$ cat src/rtl/stk_pkg.sv
package stk_pkg;

  typedef enum logic [2:0] {
    CMD_NOP   = 3'd0,
    CMD_EPUSH = 3'd1,
    CMD_EPOP  = 3'd2,
    CMD_RPUSH = 3'd3,
    CMD_RPOP  = 3'd4,
    CMD_LDSP  = 3'd5,
    CMD_LDRP  = 3'd6
  } stkCmd_e;

  typedef enum logic [1:0] {
    ADR_SPNEXT = 2'd0,
    ADR_SP     = 2'd1,
    ADR_RPSLOT = 2'd2
  } addrSel_e;

  // strobes from control to datapath, one cycle each
  typedef struct packed {
    logic     spInc;
    logic     spDec;
    logic     spLoad;
    logic     rpInc;
    logic     rpDec;
    logic     rpLoad;
    logic     tosFromIn;
    logic     tosFromRam;
    logic     retLatch;
    logic     retCapture;
    logic     retFinish;
    logic     ramWe;
    addrSel_e addrSel;
  } stkStrobe_t;

endpackage

$ cat src/rtl/stk_ctrl.sv
module stk_ctrl
  import stk_pkg::*;
#(
  parameter int RET_NIBS = 3,
  parameter int IDX_W    = 2
) (
  input  logic             clk,
  input  logic             rstN,
  input  logic             cmdValid,
  input  logic [2:0]       cmd,
  output stkStrobe_t       strobe,
  output logic [IDX_W-1:0] nibIdx,
  output logic             busy
);

  localparam logic [IDX_W-1:0] LAST_IDX = IDX_W'(RET_NIBS - 1);

  typedef enum logic [1:0] {ST_IDLE, ST_WRITE, ST_READ} state_e;

  state_e  state;
  stkCmd_e cmdIn;
  logic    accept;

  assign cmdIn  = stkCmd_e'(cmd);
  assign busy   = (state != ST_IDLE);
  assign accept = cmdValid && (state == ST_IDLE);

  always_comb begin
    strobe         = stkStrobe_t'('0);
    strobe.addrSel = ADR_SP;
    case (state)
      ST_IDLE: begin
        if (cmdValid) begin
          case (cmdIn)
            CMD_EPUSH: begin
              strobe.spInc     = 1'b1;
              strobe.tosFromIn = 1'b1;
              strobe.ramWe     = 1'b1;
              strobe.addrSel   = ADR_SPNEXT;
            end
            CMD_EPOP: begin
              strobe.spDec      = 1'b1;
              strobe.tosFromRam = 1'b1;
              strobe.addrSel    = ADR_SP;
            end
            CMD_RPUSH: begin
              strobe.rpInc    = 1'b1;
              strobe.retLatch = 1'b1;
            end
            CMD_LDSP: strobe.spLoad = 1'b1;
            CMD_LDRP: strobe.rpLoad = 1'b1;
            default: ;
          endcase
        end
      end
      ST_WRITE: begin
        strobe.ramWe   = 1'b1;
        strobe.addrSel = ADR_RPSLOT;
      end
      ST_READ: begin
        strobe.addrSel    = ADR_RPSLOT;
        strobe.retCapture = 1'b1;
        if (nibIdx == LAST_IDX) begin
          strobe.retFinish = 1'b1;
          strobe.rpDec     = 1'b1;
        end
      end
      default: ;
    endcase
  end

  always_ff @(posedge clk or negedge rstN) begin
    if (!rstN) begin
      state  <= ST_IDLE;
      nibIdx <= '0;
    end else begin
      case (state)
        ST_IDLE: begin
          nibIdx <= '0;
          if (accept && cmdIn == CMD_RPUSH) state <= ST_WRITE;
          else if (accept && cmdIn == CMD_RPOP) state <= ST_READ;
        end
        default: begin
          if (nibIdx == LAST_IDX) begin
            state  <= ST_IDLE;
            nibIdx <= '0;
          end else begin
            nibIdx <= nibIdx + 1'b1;
          end
        end
      endcase
    end
  end

endmodule

$ cat src/rtl/stk_dpath.sv
module stk_dpath
  import stk_pkg::*;
#(
  parameter int NIB_W     = 4,
  parameter int ADDR_W    = 8,
  parameter int RET_NIBS  = 3,
  parameter int SLOT_NIBS = 4,
  parameter int IDX_W     = 2
) (
  input  logic                      clk,
  input  logic                      rstN,
  input  stkStrobe_t                strobe,
  input  logic [IDX_W-1:0]          nibIdx,
  input  logic [NIB_W-1:0]          pushNib,
  input  logic [ADDR_W-1:0]         ldVal,
  input  logic [RET_NIBS*NIB_W-1:0] retIn,
  input  logic [NIB_W-1:0]          ramRdata,
  output logic [ADDR_W-1:0]         ramAddr,
  output logic [NIB_W-1:0]          ramWdata,
  output logic [NIB_W-1:0]          tos,
  output logic [ADDR_W-1:0]         sp,
  output logic [ADDR_W-1:0]         rp,
  output logic [RET_NIBS*NIB_W-1:0] retOut,
  output logic                      retValid
);

  localparam logic [ADDR_W-1:0] SLOT_STEP = ADDR_W'(SLOT_NIBS);
  localparam logic [ADDR_W-1:0] ONE       = ADDR_W'(1);

  logic [RET_NIBS-1:0][NIB_W-1:0] retBuf;
  logic [RET_NIBS-1:0][NIB_W-1:0] popWord;

  // last nibble comes straight from the RAM on the finishing cycle
  for (genvar g = 0; g < RET_NIBS; g++) begin : g_pop
    if (g == RET_NIBS - 1) begin : g_last
      assign popWord[g] = ramRdata;
    end else begin : g_held
      assign popWord[g] = retBuf[g];
    end
  end

  always_comb begin
    case (strobe.addrSel)
      ADR_SPNEXT: ramAddr = sp + ONE;
      ADR_RPSLOT: ramAddr = rp + ADDR_W'(nibIdx);
      default:    ramAddr = sp;
    endcase
    ramWdata = (strobe.addrSel == ADR_RPSLOT) ? retBuf[nibIdx] : tos;
  end

  // pointers and data are left uninitialised by reset
  always_ff @(posedge clk) begin
    if (strobe.spLoad)      sp <= ldVal;
    else if (strobe.spInc)  sp <= sp + ONE;
    else if (strobe.spDec)  sp <= sp - ONE;

    if (strobe.rpLoad)      rp <= ldVal;
    else if (strobe.rpInc)  rp <= rp + SLOT_STEP;
    else if (strobe.rpDec)  rp <= rp - SLOT_STEP;

    if (strobe.tosFromIn)       tos <= pushNib;
    else if (strobe.tosFromRam) tos <= ramRdata;

    if (strobe.retLatch) retBuf <= retIn;
    else if (strobe.retCapture) retBuf[nibIdx] <= ramRdata;

    if (strobe.retFinish) retOut <= popWord;
  end

  always_ff @(posedge clk or negedge rstN) begin
    if (!rstN) retValid <= 1'b0;
    else       retValid <= strobe.retFinish;
  end

endmodule

$ cat src/rtl/stack_engine.sv
module stack_engine
  import stk_pkg::*;
#(
  parameter int NIB_W     = 4,
  parameter int ADDR_W    = 8,
  parameter int RET_NIBS  = 3,
  parameter int SLOT_NIBS = 4
) (
  input  logic                      clk,
  input  logic                      rstN,
  input  logic                      cmdValid,
  input  logic [2:0]                cmd,
  input  logic [NIB_W-1:0]          pushNib,
  input  logic [ADDR_W-1:0]         ldVal,
  input  logic [RET_NIBS*NIB_W-1:0] retIn,
  input  logic [NIB_W-1:0]          ramRdata,
  output logic [ADDR_W-1:0]         ramAddr,
  output logic                      ramWe,
  output logic [NIB_W-1:0]          ramWdata,
  output logic [NIB_W-1:0]          tos,
  output logic [ADDR_W-1:0]         sp,
  output logic [ADDR_W-1:0]         rp,
  output logic [RET_NIBS*NIB_W-1:0] retOut,
  output logic                      retValid,
  output logic                      busy
);

  localparam int IDX_W = (RET_NIBS > 1) ? $clog2(RET_NIBS) : 1;

  stkStrobe_t       strobe;
  logic [IDX_W-1:0] nibIdx;

  assign ramWe = strobe.ramWe;

  stk_ctrl #(.RET_NIBS(RET_NIBS), .IDX_W(IDX_W)) u_ctrl (
    .clk(clk), .rstN(rstN), .cmdValid(cmdValid), .cmd(cmd),
    .strobe(strobe), .nibIdx(nibIdx), .busy(busy)
  );

  stk_dpath #(
    .NIB_W(NIB_W), .ADDR_W(ADDR_W), .RET_NIBS(RET_NIBS),
    .SLOT_NIBS(SLOT_NIBS), .IDX_W(IDX_W)
  ) u_dpath (
    .clk(clk), .rstN(rstN), .strobe(strobe), .nibIdx(nibIdx),
    .pushNib(pushNib), .ldVal(ldVal), .retIn(retIn), .ramRdata(ramRdata),
    .ramAddr(ramAddr), .ramWdata(ramWdata), .tos(tos), .sp(sp), .rp(rp),
    .retOut(retOut), .retValid(retValid)
  );

endmodule

$ cat config.mk
export PLATFORM = sky130hd
export DESIGN_NAME = stack_engine
export DESIGN_NICKNAME = d
export VERILOG_FILES = /design/src/rtl/stk_pkg.sv /design/src/rtl/stk_ctrl.sv /design/src/rtl/stk_dpath.sv /design/src/rtl/stack_engine.sv
export SDC_FILE = /design/constraint.sdc
export NUM_CORES = 1
export LEC_CHECK = 0
export ABC_AREA = 0
export BUFFER_PORTS_ARGS = -buffer_cell sky130_fd_sc_hd__buf_2
export CAP_MARGIN = 20
export CORE_MARGIN = 8
export CORE_UTILIZATION = 35
export CTS_BUF_LIST = sky130_fd_sc_hd__clkbuf_8
export DETAILED_ROUTE_END_ITERATION = 10
export GPL_TIMING_DRIVEN = 1
export SETUP_SLACK_MARGIN = 0.4
export SLEW_MARGIN = 20
export SYNTH_ARGS = -nofsm -noshare
export SYNTH_HDL_FRONTEND = slang
export SYNTH_HIERARCHICAL = 1
export SYNTH_SLANG_ARGS = --single-unit
$ cat constraint.sdc
create_clock -name clk -period 4.2 [get_ports clk]
set_input_delay 0.63 -clock clk [delete_from_list [all_inputs] [get_ports clk]]
set_output_delay 0.63 -clock clk [all_outputs]
set_load 0.02 [all_outputs]
# [After elaboration in Yosys (flattened, before gate mapping)]
# Cells that the tools add are included.
[word_totals] regBits=49 input_bits=34 output_inout_bits=47 elab_cells=82
[classes] addsub=6 n_lt_le_gt_ge=2 eq_ne=11 n_mux=39 reduce_logical=14
[ops] operator="$mux W8" count=6
[ops] operator="$mux W4" count=9
[ops] operator="$mux W12" count=2
[ops] operator="$pmux W8 S2" count=1
[ops] operator="$mux W2" count=7
[ops] operator="$bwmux W12" count=1
[ops] operator="$eq A3 B3 Y1 const B" count=3
[ops] operator="$add A8 B1 Y8 const B" count=1
[ops] operator="$add A8 B2 Y8" count=1
[ops] operator="$add A8 B3 Y8 const B" count=1
[ops] operator="$bmux W4 S2" count=1
[ops] operator="$demux W4 S2" count=1
[ops] operator="$mux W1" count=8
[ops] operator="$reduce_bool A2 Y1" count=4
[ops] operator="$sub A8 B1 Y8 const B" count=1
[ops] operator="$sub A8 B3 Y8 const B" count=1
[ops] operator="$eq A2 B2 Y1 const B" count=3
[ops] operator="$eq A3 B2 Y1 const B" count=2
[ops] operator="$reduce_bool A3 Y1" count=2
[ops] operator="$logic_and A1 B1 Y1" count=4
[ops] operator="$logic_not A2 Y1" count=2
[ops] operator="$pmux W2 S2" count=1
[ops] operator="$eq A3 B1 Y1 const B" count=1
[ops] operator="$lt A2 B3 Y1 const B" count=1
[ops] operator="8 further kinds" count=8

# [Depth between registers and ports, before layout]
[logic_depth] depth_word=7 mapped_depth=11 ltp_nobuf=10

# [Cells and area by module]
# The synthesis kept the hierarchy.
[by_module_without_submodules] mod="stk_dpath" instances=1 cells_per_inst=266 area_each_um2=2738.9 seq_area_each_um2=1346.3
[by_module_without_submodules] mod="stk_ctrl" instances=1 cells_per_inst=37 area_each_um2=314.1 seq_area_each_um2=100.1

# [Worst setup path before layout]
# OpenSTA, ideal clock, no wires.
[synth_timing] path_type="register to output" from="reg u_ctrl.state[0]" to="out ramAddr[5]" t_arrival_ns=2.325 required_time_ns=3.570 path_slack_ns=1.245 stages_incl_launch_ff=10 n_path_buf=1 cell_sequence="dfrtp_1 -> inv_1 -> ha_1 -> nand3b_1 -> nor2_1 -> a21oi_1 -> clkbuf_1 -> nor2b_1 -> nor3_1 -> a211oi_1"
[synth_rtl] element="start, declared" line_no="stk_ctrl.sv:20" source="state_e state;"
[synth_rtl] element="start signal, assigned" line_no="stk_ctrl.sv:74" source="state <= ST_IDLE;"
[synth_rtl] element="start signal, assigned" line_no="stk_ctrl.sv:80" source="if (accept && cmdIn == CMD_RPUSH) state <= ST_WRITE;"
[synth_rtl] element="start signal, assigned" line_no="stk_ctrl.sv:81" source="else if (accept && cmdIn == CMD_RPOP) state <= ST_READ;"
[synth_rtl] element="end, declared" line_no="stack_engine.sv:17" source="output logic [ADDR_W-1:0] ramAddr,"

==> flow_summary.ini <==
[sta]
setup_violations = 0
fin_ws_ns = 0.777
period_share_pct = 81.5
hold_viol = 0
fin_crit_ns = 3.42
rsz0062_at_grt = no
tightest_slew_ns = 0.680
whs_ns = 0.120
tns_ns = 0
slew_viol_final = 0
fmax_mhz = 292
relSlewSlack_pct = 54.7
skew_ns = 0.00647

[layout]
antenna_cells = 0
nNetsFinal = 422
regArea_mm2 = 0.00145
area_delta_synth_final_pct = 18.6
multiInputGateArea_mm2 = 0.00146
fill_cells = 854
final_cells = 483
drive_gt1_share_pct = 28.0

[worst_setup_path]
crit_type = flip-flop to primary output
crit_required_ns = 3.57
critPathMaxFanout = 18
cp-start-kind = flip-flop
timing.rr.start = u_ctrl/state[0]$_DFFE_PN0P_
arrival_ns = 2.79
timing.rr.end = u_dpath/rp[6]$_DFFE_PN_
endpoint_kind = primary output
r2r.worst_path.cells = 11
r2r_slack_ns = 1.29

[grt]
overflow = 0
track_usage_pct = 13.1
grt_max_degree = 23
antenna_found_initial = 0
grt_pass1_wl_um = 12400
grt_pass1_vias = 2478

[route]
routed_via_density = 5.20
initialDrtViolationCount = 172
wl_um = 7980
drt.antenna.violating_nets = 0
firstDrtPassIters = 5
drc = 0
vias = 2512
routedWlPerCell_um = 16.5

[die]
die_x_um = 109
start_util_pct = 35.5
die_area_mm2 = 0.0120
die_h_um = 109
ioPinCount = 81
rows = 34
core-area_mm2 = 0.00859

[clock_network]
post_cts_buffers = 0
clk_path_buf_depth = 2
cts_buffers = 5
holdBufCountCts = 0
clkTransAtPathRegs_ns = 0.10
cts_tree = yes
cts_resized = 0
clock_sinks = 49
htreeDepth = 2
root_buffer = clkbuf_8
worstSkewPairLatency_ns = 0.30

[synth]
avgSynthCellArea_um2 = 10.1
synth_top_area_share_pct = 43.3
async_reset_ff_share_pct = 10.2
synthesis.nets = 351
ys.flop_type = edfxtp_1
synth-edff-count = 44
synth_seq_cells = 49
synth_cell_type_count = 50
synthTopCellsByArea = edfxtp_1 43%, ha_1 4.9%, nand2_1 4.9%
seq_area_frac_synth_pct = 47.4
syn_area_mm2 = 0.00305
syn_inst = 303
yosys_warnings = 6
synth_top_area_cell = edfxtp_1

[pwr]
power_mw = 1.12
p_leak_nw = 1.41
ir_drop_v = 0.000143
p_per_area_mw_per_mm2 = 311

[place]
pre_cts_slack_ns = 1.13
gp_congestion = 0.846
io_buffers = 80
hpwl_um = 6280
dp.cells = 475

[worst_hold_path]
min_path_type = input port to asynchronous set/reset pin

[outcome]
run_status = finished, final reports clean

[job]
cap_violations = 0
-- critical path, stage by stage (launching register included) --
cell and delay [ns]:
dfrtp_1 0.42, inv_1 0.10, ha_1 0.33, nand3b_1 0.14, nor2_1 0.14, buf_4 0.24
a21oi_1 0.06, buf_4 0.20, nor2b_1 0.33, nand2_1 0.10, mux2i_1 0.18, nor3_1 0.07
buf_2 0.17
-- worst max path at each step --
stage | endpoint | startpoint | depth (start not counted)
CTS | ramWdata[2] | u_ctrl/state[0]$_DFFE_PN0P_ | 10
global route | ramAddr[5] | u_ctrl/state[0]$_DFFE_PN0P_ | 11
global placement | ramWdata[2] | cmd[2] | 9
finish | ramAddr[6] | u_ctrl/state[0]$_DFFE_PN0P_ | 12
detailed placement | ramWdata[2] | u_ctrl/state[0]$_DFFE_PN0P_ | 10
floorplan | ramAddr[5] | u_ctrl/state[0]$_DFFE_PN0P_ | 9
-- report_power, final --
group | internal [mW] | switching, mW | leakage [nW]
combinational | 0.0942 | 0.140 | 0.885
sequential | 0.560 | 0.0343 | 0.474
clock | 0.124 | 0.171 | 0.0511
total | 0.779 | 0.346 | 1.41
-- kinds of logic (layout without fill, tap and decap cells) --
group                      Yosys count  count (layout)  synth area share (%)
adders and majority gates           14              14                  6.23
DFF                                 49              49                  47.4
AOI/OAI and AO/OA                   67              67                  13.4
and+or+nand+nor                    112             112                  19.0
muxes                               14              14                  4.80
buffers and inverters               32             104                  4.92
xor gates and xnor gates            15              15                  4.30
-- routing by layer --
layer	up-vias	track usage [%]	part of all wire, %
met1	1193	16.3	44
li1	1238	-	-
met4	0	3.95	1.4
met5	-	0	0
met2	72	22.3	49
met3	9	2.75	5.6
-- cell usage in the layout, fill, tap and decap left out, types with 2 or more instances in the layout --
cell type,count
nor2b_1,4
fa_1,2
mux2_2,5
buf_4,5
nor3_1,8
mux2i_1,9
and2_1,2
clkinv_4,2
nor3b_1,5
xor2_1,6
a31oi_1,2
o21ai_1,4
nand2b_1,9
ha_1,12
o21ai_0,24
clkbuf_8,5
nor2_1,15
nand3_1,5
dfrtp_1,5
o31ai_1,5
a211oi_1,2
nor4_1,5
nand4_1,4
or3_1,4
or2_2,3
inv_1,11
nand3b_1,2
xnor2_1,9
nand2_1,40
buf_2,80
edfxtp_1,44
a21o_1,5
a21oi_1,14
-- sequential cells by signal, indices dropped and copies added, names as in the netlist --
| name | cells |
|---|---|
| u_dpath/retOut | 12 |
| u_dpath/popWord | 8 |
| u_dpath/rp | 8 |
| u_dpath/sp | 8 |
| u_dpath/retBuf | 4 |
| u_dpath/tos | 4 |
| u_ctrl/nibIdx | 2 |
| u_ctrl/state | 2 |
| u_dpath/retValid | 1 |
-- Yosys cell counts (3+ instances only) --
library cell / instances
a21o_1: 5
a21oi_1: 14
buf_2: 3
buf_4: 5
clkbuf_1: 12
dfrtp_1: 5
edfxtp_1: 44
ha_1: 12
inv_1: 11
mux2_2: 5
mux2i_1: 9
nand2_1: 40
nand2b_1: 9
nand3_1: 5
nand4_1: 4
nor2_1: 15
nor2b_1: 4
nor3_1: 8
nor3b_1: 5
nor4_1: 5
o21ai_0: 24
o21ai_1: 4
o31ai_1: 5
or2_2: 3
or3_1: 4
xnor2_1: 9
xor2_1: 6
-- per-stage QoR --
stage | util (%) | cell area (um^2)
floorplan | - | 3050
global placement | 40.9 | 3520
detailed placement | 40.9 | 3520
CTS | 42.1 | 3620
global route | 42.1 | 3620
finish | 42.1 | 3620
-- layout make-up --
| cell class | count | share of cell area [%] |
|---|---|---|
| clock buffer | 5 | 1.90 |
| clock inverter | 3 | 0.933 |
| inverter | 11 | 1.14 |
| multi-input combinational | 222 | 40.2 |
| sequential | 49 | 40.0 |
| tap | 108 | 3.73 |
| timing repair buffer | 85 | 12.1 |
No activity file was read; power rests on OpenSTA's default activity.
